$ cat config.mk
export PLATFORM = sky130hd
export DESIGN_NAME = isr_irq_status
export DESIGN_NICKNAME = d
export VERILOG_FILES = /design/src/rtl/isr_pkg.sv /design/src/rtl/isr_bus_decode.sv /design/src/rtl/isr_mask_reg.sv /design/src/rtl/isr_pending_bank.sv /design/src/rtl/isr_irq_status.sv
export SDC_FILE = /design/constraint.sdc
export NUM_CORES = 1
export LEC_CHECK = 0
export CAP_MARGIN = 25
export CORE_MARGIN = 2
export CORE_UTILIZATION = 42
export DETAILED_ROUTE_END_ITERATION = 8
export GPL_ROUTABILITY_DRIVEN = 1
export PLACE_DENSITY = 0.74
export SETUP_SLACK_MARGIN = 0.4
export SYNTH_ARGS = -nofsm -noshare
export SYNTH_HDL_FRONTEND = slang
export SYNTH_SLANG_ARGS = --single-unit
$ cat constraint.sdc
create_clock -name clk -period 1.4 [get_ports clk]
set_clock_uncertainty 0.1 [all_clocks]
set_input_delay 0.28 -clock clk [delete_from_list [all_inputs] [get_ports clk]]
set_output_delay 0.28 -clock clk [all_outputs]
set_load 0.02 [all_outputs]
$ cat src/rtl/isr_pkg.sv
package isr_pkg;
  localparam int unsigned REG_W   = 8;
  localparam int unsigned SRC_W   = REG_W - 1;
  localparam int unsigned UNDR_IX = 3;

  localparam logic ADDR_STAT = 1'b0;
  localparam logic ADDR_MASK = 1'b1;

  typedef struct packed {
    logic rd_stat;
    logic rd_mask;
    logic wr_mask;
  } bus_strb_t;
endpackage

$ cat src/rtl/isr_bus_decode.sv
module isr_bus_decode
  import isr_pkg::*;
(
  input  logic      sel_i,
  input  logic      wr_i,
  input  logic      addr_i,
  output bus_strb_t strb_o
);
  always_comb begin
    strb_o.rd_stat = sel_i && !wr_i && (addr_i == ADDR_STAT);
    strb_o.rd_mask = sel_i && !wr_i && (addr_i == ADDR_MASK);
    // Writes to the status address decode to nothing.
    strb_o.wr_mask = sel_i &&  wr_i && (addr_i == ADDR_MASK);
  end
endmodule

$ cat src/rtl/isr_mask_reg.sv
module isr_mask_reg #(
  parameter int unsigned REG_W = 8
) (
  input  logic             clk,
  input  logic             rst_n,
  input  logic             wr_en_i,
  input  logic [REG_W-1:0] wdata_i,
  output logic [REG_W-1:0] mask_o
);
  always_ff @(posedge clk or negedge rst_n) begin
    if (!rst_n)       mask_o <= '0;
    else if (wr_en_i) mask_o <= wdata_i;
  end

  assert_mask_hold_R7: assert property (@(posedge clk) disable iff (!rst_n)
    !wr_en_i |=> $stable(mask_o));
  assert_mask_load_R7: assert property (@(posedge clk) disable iff (!rst_n)
    wr_en_i |=> (mask_o == $past(wdata_i)));
endmodule

$ cat src/rtl/isr_pending_bank.sv
module isr_pending_bank #(
  parameter int unsigned REG_W = 8,
  localparam int unsigned SRC_W = REG_W - 1
) (
  input  logic             clk,
  input  logic             rst_n,
  input  logic [SRC_W-1:0] set_i,
  input  logic [SRC_W-1:0] clr_i,
  output logic [REG_W-1:0] pend_o
);
  assign pend_o[0] = 1'b0;

  for (genvar i = 1; i < REG_W; i++) begin : g_bit
    logic q;
    always_ff @(posedge clk or negedge rst_n) begin
      if (!rst_n) q <= 1'b0;
      else        q <= set_i[i-1] | (q & ~clr_i[i-1]);
    end
    assign pend_o[i] = q;

    assert_sticky_R2: assert property (@(posedge clk) disable iff (!rst_n)
      (q && !clr_i[i-1]) |=> q);
    assert_set_wins_R5: assert property (@(posedge clk) disable iff (!rst_n)
      set_i[i-1] |=> q);
    assert_clear_only_R4: assert property (@(posedge clk) disable iff (!rst_n)
      (clr_i[i-1] && !set_i[i-1]) |=> !q);
  end
endmodule

$ cat src/rtl/isr_irq_status.sv
module isr_irq_status
  import isr_pkg::*;
#(
  parameter int unsigned REG_W   = isr_pkg::REG_W,
  parameter int unsigned UNDR_IX = isr_pkg::UNDR_IX,
  localparam int unsigned SRC_W  = REG_W - 1
) (
  input  logic             clk,
  input  logic             rst_n,
  input  logic             bus_sel,
  input  logic             bus_wr,
  input  logic             bus_addr,
  input  logic [REG_W-1:0] bus_wdata,
  output logic [REG_W-1:0] bus_rdata,
  input  logic [SRC_W-1:0] evt,
  output logic             irq,
  output logic             tx_inhibit
);
  bus_strb_t        strb;
  logic [REG_W-1:0] mask_q;
  logic [REG_W-1:0] pend_q;
  logic [REG_W-1:0] visible;
  logic [SRC_W-1:0] clr;

  isr_bus_decode u_dec (
    .sel_i  (bus_sel),
    .wr_i   (bus_wr),
    .addr_i (bus_addr),
    .strb_o (strb)
  );

  isr_mask_reg #(.REG_W(REG_W)) u_mask (
    .clk     (clk),
    .rst_n   (rst_n),
    .wr_en_i (strb.wr_mask),
    .wdata_i (bus_wdata),
    .mask_o  (mask_q)
  );

  isr_pending_bank #(.REG_W(REG_W)) u_pend (
    .clk    (clk),
    .rst_n  (rst_n),
    .set_i  (evt),
    .clr_i  (clr),
    .pend_o (pend_q)
  );

  always_comb begin
    visible = pend_q & ~mask_q;
    clr     = strb.rd_stat ? visible[REG_W-1:1] : '0;
    if (strb.rd_stat)      bus_rdata = visible;
    else if (strb.rd_mask) bus_rdata = mask_q;
    else                   bus_rdata = '0;
  end

  assign irq        = |visible;
  assign tx_inhibit = pend_q[UNDR_IX];

  assert_irq_hold_R6: assert property (@(posedge clk) disable iff (!rst_n)
    (irq && !strb.rd_stat && !strb.wr_mask) |=> irq);
  assert_inhibit_hold_R8: assert property (@(posedge clk) disable iff (!rst_n)
    (tx_inhibit && !(strb.rd_stat && !mask_q[UNDR_IX])) |=> tx_inhibit);
  assert_rd_bit0_R3: assert property (@(posedge clk) disable iff (!rst_n)
    strb.rd_stat |-> !bus_rdata[0]);
  assert_idle_rdata_R3: assert property (@(posedge clk) disable iff (!rst_n)
    !bus_sel |-> (bus_rdata == '0));
endmodule

==> results of run 1 <==
-- cells by family after synthesis --
family	after synthesis	share of synthesized area
AO/OA/AOI/OAI	15	0.126
flip-flops	15	0.472
AND/OR/NAND/NOR	33	0.214
multiplexers	9	0.126
buffers and inverters	7	0.0614
-- through the flow --
stage	hold slack [ps]	worst slack [ps]	util	setup TNS (ps)
floorplan	-116	1.10	-	0
detailed placement	427	-873	0.794	-11640
CTS	207	-401	0.921	-1720
global placement	410	-816	0.794	-11140
-- what timing repair did --
item / in CTS
gates resized for setup: 101
pin swaps: 20
endpoints found under the setup margin: 25
cloned: 2
setup buffers: 8
==> flow_summary.json, run 1 <==
{
  "worst_endpoint": "irq",
  "die_h_um": 47.5,
  "yosysTopAreaCellShare": 0.472,
  "stop_error": "[ERROR DPL-0033] detailed placement checks failed during check placement.",
  "ys_seq_area_frac": 0.472,
  "syn_inst": 79,
  "grt_max_degree": 16,
  "dpl.cell_count": 148,
  "num_rows": 15,
  "worst-ep-kind": "output port",
  "placed_cell_area_sq_mm": 0.00139,
  "port_buffers": 29,
  "syn_area_per_cell_sq_um": 10.1,
  "htreeDepth": 1,
  "start_util": 0.455,
  "synth.net_count": 99,
  "clockRootBuffer": "clkbuf_4",
  "synth_cell_types": 19,
  "synth_seq_cells": 15,
  "stop_stage": "5_1_grt",
  "cts_hold_buf": 0,
  "synth_async_sr_flop_share": 1.00,
  "dp_hpwl_um": 1500,
  "clkSinkCount": 15,
  "gp_congestion": 0.763,
  "yosys.area.top_type": "dfrtp_1",
  "synth-edff-count": 0,
  "yosysMostFrequentCell": "nand2_1",
  "cts_buffers": 3,
  "synth_common_cells": "16 x nand2_1, 15 x dfrtp_1, 8 x mux2_2, 6 x a21oi_1, 6 x nor2_1",
  "synth_area_sq_um": 795,
  "antenna_found_initial": 0,
  "synth.area.top_cells": "dfrtp_1 47%, mux2_2 11%, nand2_1 7.6%",
  "clockBufferDepth": 2,
  "ys_warn_count": 0,
  "status": "stopped before the end",
  "ios": 30,
  "die_w_um": 47.5,
  "yosys_most_used_dff": "dfrtp_1"
}
==> run 2: changes to the inputs <==
- CORE_AREA: default -> 2 2 63 65
- CORE_MARGIN: 2 -> default
- CORE_UTILIZATION: 42 -> default
- DIE_AREA: default -> 0 0 65 67
- PLACE_DENSITY: 0.74 -> default
- PLACE_DENSITY_LB_ADDON: default -> 0.15
- SETUP_SLACK_MARGIN: 0.4 -> default
==> run 2 against run 1 <==
- the flow now finishes, with violations (negative setup slack)
- area after synthesis is the same
- synthesized cell count stayed put
==> flow_summary.json, run 2 <==
{
  "synth_fa_ha_area_frac": 0,
  "hold_violations": 0,
  "ys_seq_area_frac": 0.472,
  "critical-path-slowest-cell": "dfrtp_2",
  "ios": 30,
  "crit_chain": "a222oi_1 -> nand4_1 -> buf_2",
  "yosys_most_used_dff": "dfrtp_1",
  "synth_top_family_by_area": "simple AND/OR/NAND/NOR gates",
  "coreArea_sq_mm": 0.00361,
  "regToRegStartpoint": "u_mask.mask_o[6]",
  "antenna_found_initial": 0,
  "drt_iter0_markers": 25,
  "dp_hpwl_um": 1510,
  "setup_viol": 8,
  "start_util": 0.220,
  "cts.reportedPaths.clkPinSlew_ps": 60,
  "maxSlewViolCount": 0,
  "first_global_vias": 758,
  "worst_pin_slew_ps": 300,
  "fin_ws_ps": -284,
  "worst-path-buf-inv": 1,
  "synth-compound-area-share": 0.126,
  "crit_path_max_fanout": 2,
  "synth_area_sq_um": 795,
  "wirelength_um": 2300,
  "cts_tree": "yes",
  "crit_family": "flip-flops",
  "yosys.area_share.simple": 0.214,
  "htreeDepth": 1,
  "gp_congestion": 0.740,
  "r2r_cells": 5,
  "placed_cell_area_sq_mm": 0.00122,
  "largest_reg_flops": 8,
  "critPathRequiredTime_ps": 1020,
  "clockRootBuffer": "clkbuf_8",
  "area_growth_pct": 71.5,
  "p_leak_nw": 0.588,
  "clkSinkCount": 15,
  "critical_path_class": "flip-flop to primary output",
  "drcViolationCount": 0,
  "grt_max_degree": 16,
  "grt-ovfl-total": 0,
  "ant_nets": 0,
  "min_period_ps": 1680,
  "yosysMostFrequentCell": "nand2_1",
  "reg.largest.list": "u_mask.mask_o: 8 flops, u_pend.g_bit.q: 7 flops",
  "yosysTopAreaCellShare": 0.472,
  "drtPass1Iterations": 4,
  "synth.net_count": 99,
  "cap_viol_max_count": 0,
  "instances_no_fill": 176,
  "port_buffers": 29,
  "regMostFlops": "u_mask.mask_o",
  "die_h_um": 67,
  "synth.area.mux_share": 0.126,
  "dpl.cell_count": 166,
  "critical-path-max-stage-delay_ps": 400,
  "dieArea_sq_mm": 0.00436,
  "num_rows": 22,
  "synth_cell_types": 19,
  "grt_use_total": 0.120,
  "worstHoldPathType": "input port to async pin",
  "final_common_cell": "buf_4",
  "synth_common_cells": "16 x nand2_1, 15 x dfrtp_1, 8 x mux2_2, 6 x a21oi_1, 6 x nor2_1",
  "r2r_end": "u_pend.g_bit[6].q",
  "clkLatencyLatePin_ps": 250,
  "layout-drive-gt1-share": 0.484,
  "arrival_ps": 1300,
  "grt_pass1_wl_um": 3810,
  "wl_per_cell_um": 13.1,
  "slew_headroom": 0.800,
  "syn_area_per_cell_sq_um": 10.1,
  "rsz0062_at_grt": "true",
  "fin_tns_setup_ps": -1080,
  "diodes": 0,
  "design_area_sq_mm": 0.00136,
  "violations": "negative setup slack",
  "layout_common_cells": "18 x buf_4, 16 x clkdlybuf4s50_1, 15 x nand2_1, 14 x dfrtp_1, 8 x mux2_2",
  "layout.nets": 149,
  "synth-edff-count": 0,
  "end_kind": "primary output",
  "max_freq_mhz": 594,
  "viasPerCell": 4.23,
  "period_share": 1.20,
  "cp-start-kind": "flip-flop",
  "p_per_area_mw_per_mm2": 952,
  "die_w_um": 65,
  "ys_warn_count": 0,
  "ir_worst_vdd_mv": 0.253,
  "synth_xor_area_frac": 0,
  "synth_seq_cells": 15,
  "yosys.area.top_type": "dfrtp_1",
  "synth.area.top_cells": "dfrtp_1 47%, mux2_2 11%, nand2_1 7.6%",
  "clockBufferDepth": 2,
  "status": "finished, violations left",
  "vias": 744,
  "cts_buffers": 3,
  "syn_inst": 79,
  "reg2reg_slack_ps": 230,
  "synth_async_sr_flop_share": 1.00
}
[run 2: how the worst max path moves through the flow]
stage	slack, ps	startpoint	depth (start not counted)	end
3_5_place_dp	-860	bus_sel	5	bus_rdata[4]
6_report	-280	u_pend.g_bit[3].q	3	irq
5_1_grt	-380	u_mask.mask_o[3]	4	irq
4_1_cts	-320	u_pend.g_bit[3].q	3	irq
2_1_floorplan	1	u_pend.g_bit[3].q	2	irq
3_3_place_gp	-820	bus_sel	5	bus_rdata[1]
[run 2: logic make-up after synthesis]
| kind of cell | after synthesis |
|---|---|
| AOI/OAI and AO/OA | 15 |
| buffers and inverters | 7 |
| DFF | 15 |
| muxes | 9 |
| and+or+nand+nor | 33 |
[run 2: repair_timing]
item / in CTS / in global routing
setup buffers: 4 / 0
hold buffers: 0 / 0
pin swaps: 9 / 4
hold endpoints to repair: 0 / 0
endpoints found under the setup margin: 10 / 9
cloned: 2 / 0
gates resized for setup: 73 / 6
[run 2: area by class of cell]
| type | count | area [sq um] |
|---|---|---|
| fill | 378 | 2240 |
| inverter | 4 | 15.0 |
| tap | 48 | 60.1 |
| timing repair buffer | 48 | 440 |
| multi-input combinational | 57 | 424 |
| clock buffer | 3 | 41.3 |
| sequential | 15 | 377 |
| clock inverter | 1 | 5.00 |
[run 2: routing by layer]
layer,wire (um),vias to the layer above,GRT usage,part of all wire
met1,1050,353,0.157,0.46
li1,-,367,-,-
met5,0,-,0,0
met3,87,4,0.0236,0.038
met2,1120,20,0.192,0.49
met4,40,0,0.0479,0.017
[run 2: worst register-to-register path, stage by stage, from the launching register on]
cell and delay (ps):
dfrtp_1 430, nor2_4 130, buf_4 110, buf_4 90, nand2_1 40, a21o_1 170
[run 2: where the power goes]
part,switching (mW),internal (mW)
logic,0.167,0.238
registers,0.0478,0.488
clock network,0.158,0.197
total,0.373,0.924
[run 2: stage by stage]
| step | hold slack [ps] | worst slack [ps] | power [mW] | utilization |
|---|---|---|---|---|
| after floorplan | -116 | 1.10 | 0.704 | - |
| after global placement | 380 | -820 | 0.890 | 0.339 |
| after detailed placement | 389 | -858 | 0.899 | 0.339 |
| after CTS | 263 | -322 | 1.31 | 0.377 |
| after global routing | 295 | -376 | 1.38 | 0.378 |
| final | 257 | -284 | 1.30 | 0.378 |
Power figures use the tool's default switching activity.
==> run 3: changes to the inputs <==
- clock period: 1.4 -> 1.87 ns (I/O delays scaled with it)
==> run 3 against run 2 <==
- the run now ends clean
- cell count fell by 0.57%
- register-to-register slack gained 460 ps
- count of clock-buffer cells in the layout increased by 1
- global-route usage shrank 1.2 points
- worst hold slack improved by 84 ps
- highest routed layer unchanged
- clock power shrank 25%
- die area stayed put
- core utilization fell by 1.1 points
- via count fell by 3.5%
- largest cell class unchanged
==> flow_summary.json, run 3 (same netlist as run 2, synthesis figures left out) <==
{
  "clkLatencyLatePin_ps": 250,
  "reg2reg_slack_ps": 690,
  "reg.largest.list": "u_mask.mask_o: 8 flops, u_pend.g_bit.q: 7 flops",
  "diodes": 0,
  "cts_tree": "yes",
  "slew_headroom": 0.792,
  "r2r_cells": 5,
  "power_frac_seq": 0.416,
  "critPathRequiredTime_ps": 1400,
  "area_growth_pct": 66.3,
  "status": "finished, final reports clean",
  "num_rows": 22,
  "internal-power_uw": 683,
  "clockRootBuffer": "clkbuf_8",
  "wl_met1_um": 942,
  "cp-start-kind": "flip-flop",
  "p_sw_uw": 265,
  "cts_buffers": 3,
  "fin_tns_setup_ps": 0,
  "dp_slack_ps": -561,
  "layout_common_cells": "20 x buf_4, 17 x clkdlybuf4s50_1, 16 x nand2_1, 15 x dfrtp_1, 8 x mux2_2",
  "cts.reportedPaths.clkPinSlew_ps": 70,
  "layout-drive-gt1-share": 0.402,
  "clkSinkCount": 15,
  "multiInputGateArea_sq_um": 412,
  "top_layer": "met4",
  "worstHoldPathType": "input port to async pin",
  "p_leak_nw": 0.580,
  "max_freq_mhz": 563,
  "port_buffers": 29,
  "switching_share": 0.279,
  "final_common_cell": "buf_4",
  "die_w_um": 65,
  "arrival_ps": 1300,
  "start_util": 0.220,
  "ant_nets": 0,
  "grt-ovfl-total": 0,
  "dpl.cell_count": 169,
  "maxSlewViolCount": 0,
  "ios": 30,
  "clockBufferDepth": 2,
  "comb_power_share": 0.304,
  "drcViolationCount": 0,
  "cap_viol_max_count": 0,
  "dp_hpwl_um": 1520,
  "clockPowerShare": 0.280,
  "cts_hold_buf": 0,
  "crit_path_max_fanout": 2,
  "fin_ws_ps": 93.4,
  "largest_reg_flops": 8,
  "first_global_vias": 733,
  "grt_max_degree": 16,
  "regToRegStartpoint": "u_mask.mask_o[2]",
  "viasPerCell": 4.10,
  "register_area_sq_um": 375,
  "ir_worst_vdd_mv": 0.250,
  "regMostFlops": "u_mask.mask_o",
  "grt_use_total": 0.107,
  "rsz0062_at_grt": "true",
  "die_h_um": 67,
  "wl_per_cell_um": 11.5,
  "placed_cell_area_sq_mm": 0.00123,
  "critical_path_class": "flip-flop to primary output",
  "min_period_ps": 1780,
  "antenna_found_initial": 0,
  "instances_no_fill": 175,
  "p_per_area_mw_per_mm2": 717,
  "grt_pass1_wl_um": 3460,
  "r2r_end": "u_pend.g_bit[2].q",
  "drtPass1Iterations": 4,
  "hold_violations": 0,
  "wirelength_um": 2020,
  "end_kind": "primary output",
  "dr_wl_met3_um": 91,
  "period_share": 0.950,
  "nFillCells": 374,
  "gp_congestion": 0.728,
  "dieArea_sq_mm": 0.00436,
  "wl_met2_um": 935,
  "vias": 718,
  "layout.nets": 148,
  "fin_util": 0.366,
  "worst_pin_slew_ps": 312,
  "htreeDepth": 1,
  "coreArea_sq_mm": 0.00361,
  "setup_viol": 0,
  "drt_iter0_markers": 15,
  "design_area_sq_mm": 0.00132
}
[run 3: cell types whose count changed in the layout (fill, tap and decap cells not counted), sizes merged]
cell,delta
dlygate4sd2,+1
buf,-3
clkinv,-1
clkdlybuf4s50,+1
clkbuf,-1
dlymetal6s2s,+2
[run 3: worst max-delay path, stage by stage (launching register included)]
cell and delay, ps:
dfrtp_1 380, a222oi_1 360, nand4_1 140, buf_2 180
[run 3: repair_timing]
item                       in CTS  in global routing
gates resized for setup        49                 10
setup endpoints to repair       9                  9
pin swaps                       1                  0
setup buffers                   2                  0
[run 3: cell type report]
type / count / area share
inverter: 4 / 0.0114
multi-input combinational: 57 / 0.312
clock buffer: 4 / 0.0341
sequential: 15 / 0.284
tap: 48 / 0.0455
timing repair buffer: 47 / 0.313
[run 3: metal layers]
metal / up-vias / GRT usage
met3: 5 / 0.0220
met1: 330 / 0.137
met4: 0 / 0.0638
met2: 20 / 0.166
met5: - / 0
li1: 363 / -
[run 3: worst max path at each step]
stage,start,endpoint,depth (start not counted)
6_report,u_pend.g_bit[3].q,irq,3
5_1_grt,u_pend.g_bit[3].q,irq,3
4_1_cts,bus_wr,bus_rdata[6],5
3_5_place_dp,bus_addr,bus_rdata[2],6
3_3_place_gp,bus_addr,bus_rdata[2],6
2_1_floorplan,bus_addr,bus_rdata[4],5
[run 3: power by group through the flow]
stage	combinational (mW)	sequential, mW	clock (mW)
after floorplan	0.128	0.399	0
after global placement	0.268	0.401	0
after detailed placement	0.270	0.401	0
after CTS	0.281	0.395	0.275
after global routing	0.320	0.399	0.296
final	0.288	0.394	0.265
[run 3: through the flow]
| stage | total power, mW | hold WS [ps] |
|---|---|---|
| after global routing | 1.02 | 359 |
| after floorplan | 0.527 | -21.6 |
| after global placement | 0.669 | 386 |
| after CTS | 0.951 | 351 |
| final | 0.948 | 341 |
| after detailed placement | 0.671 | 392 |
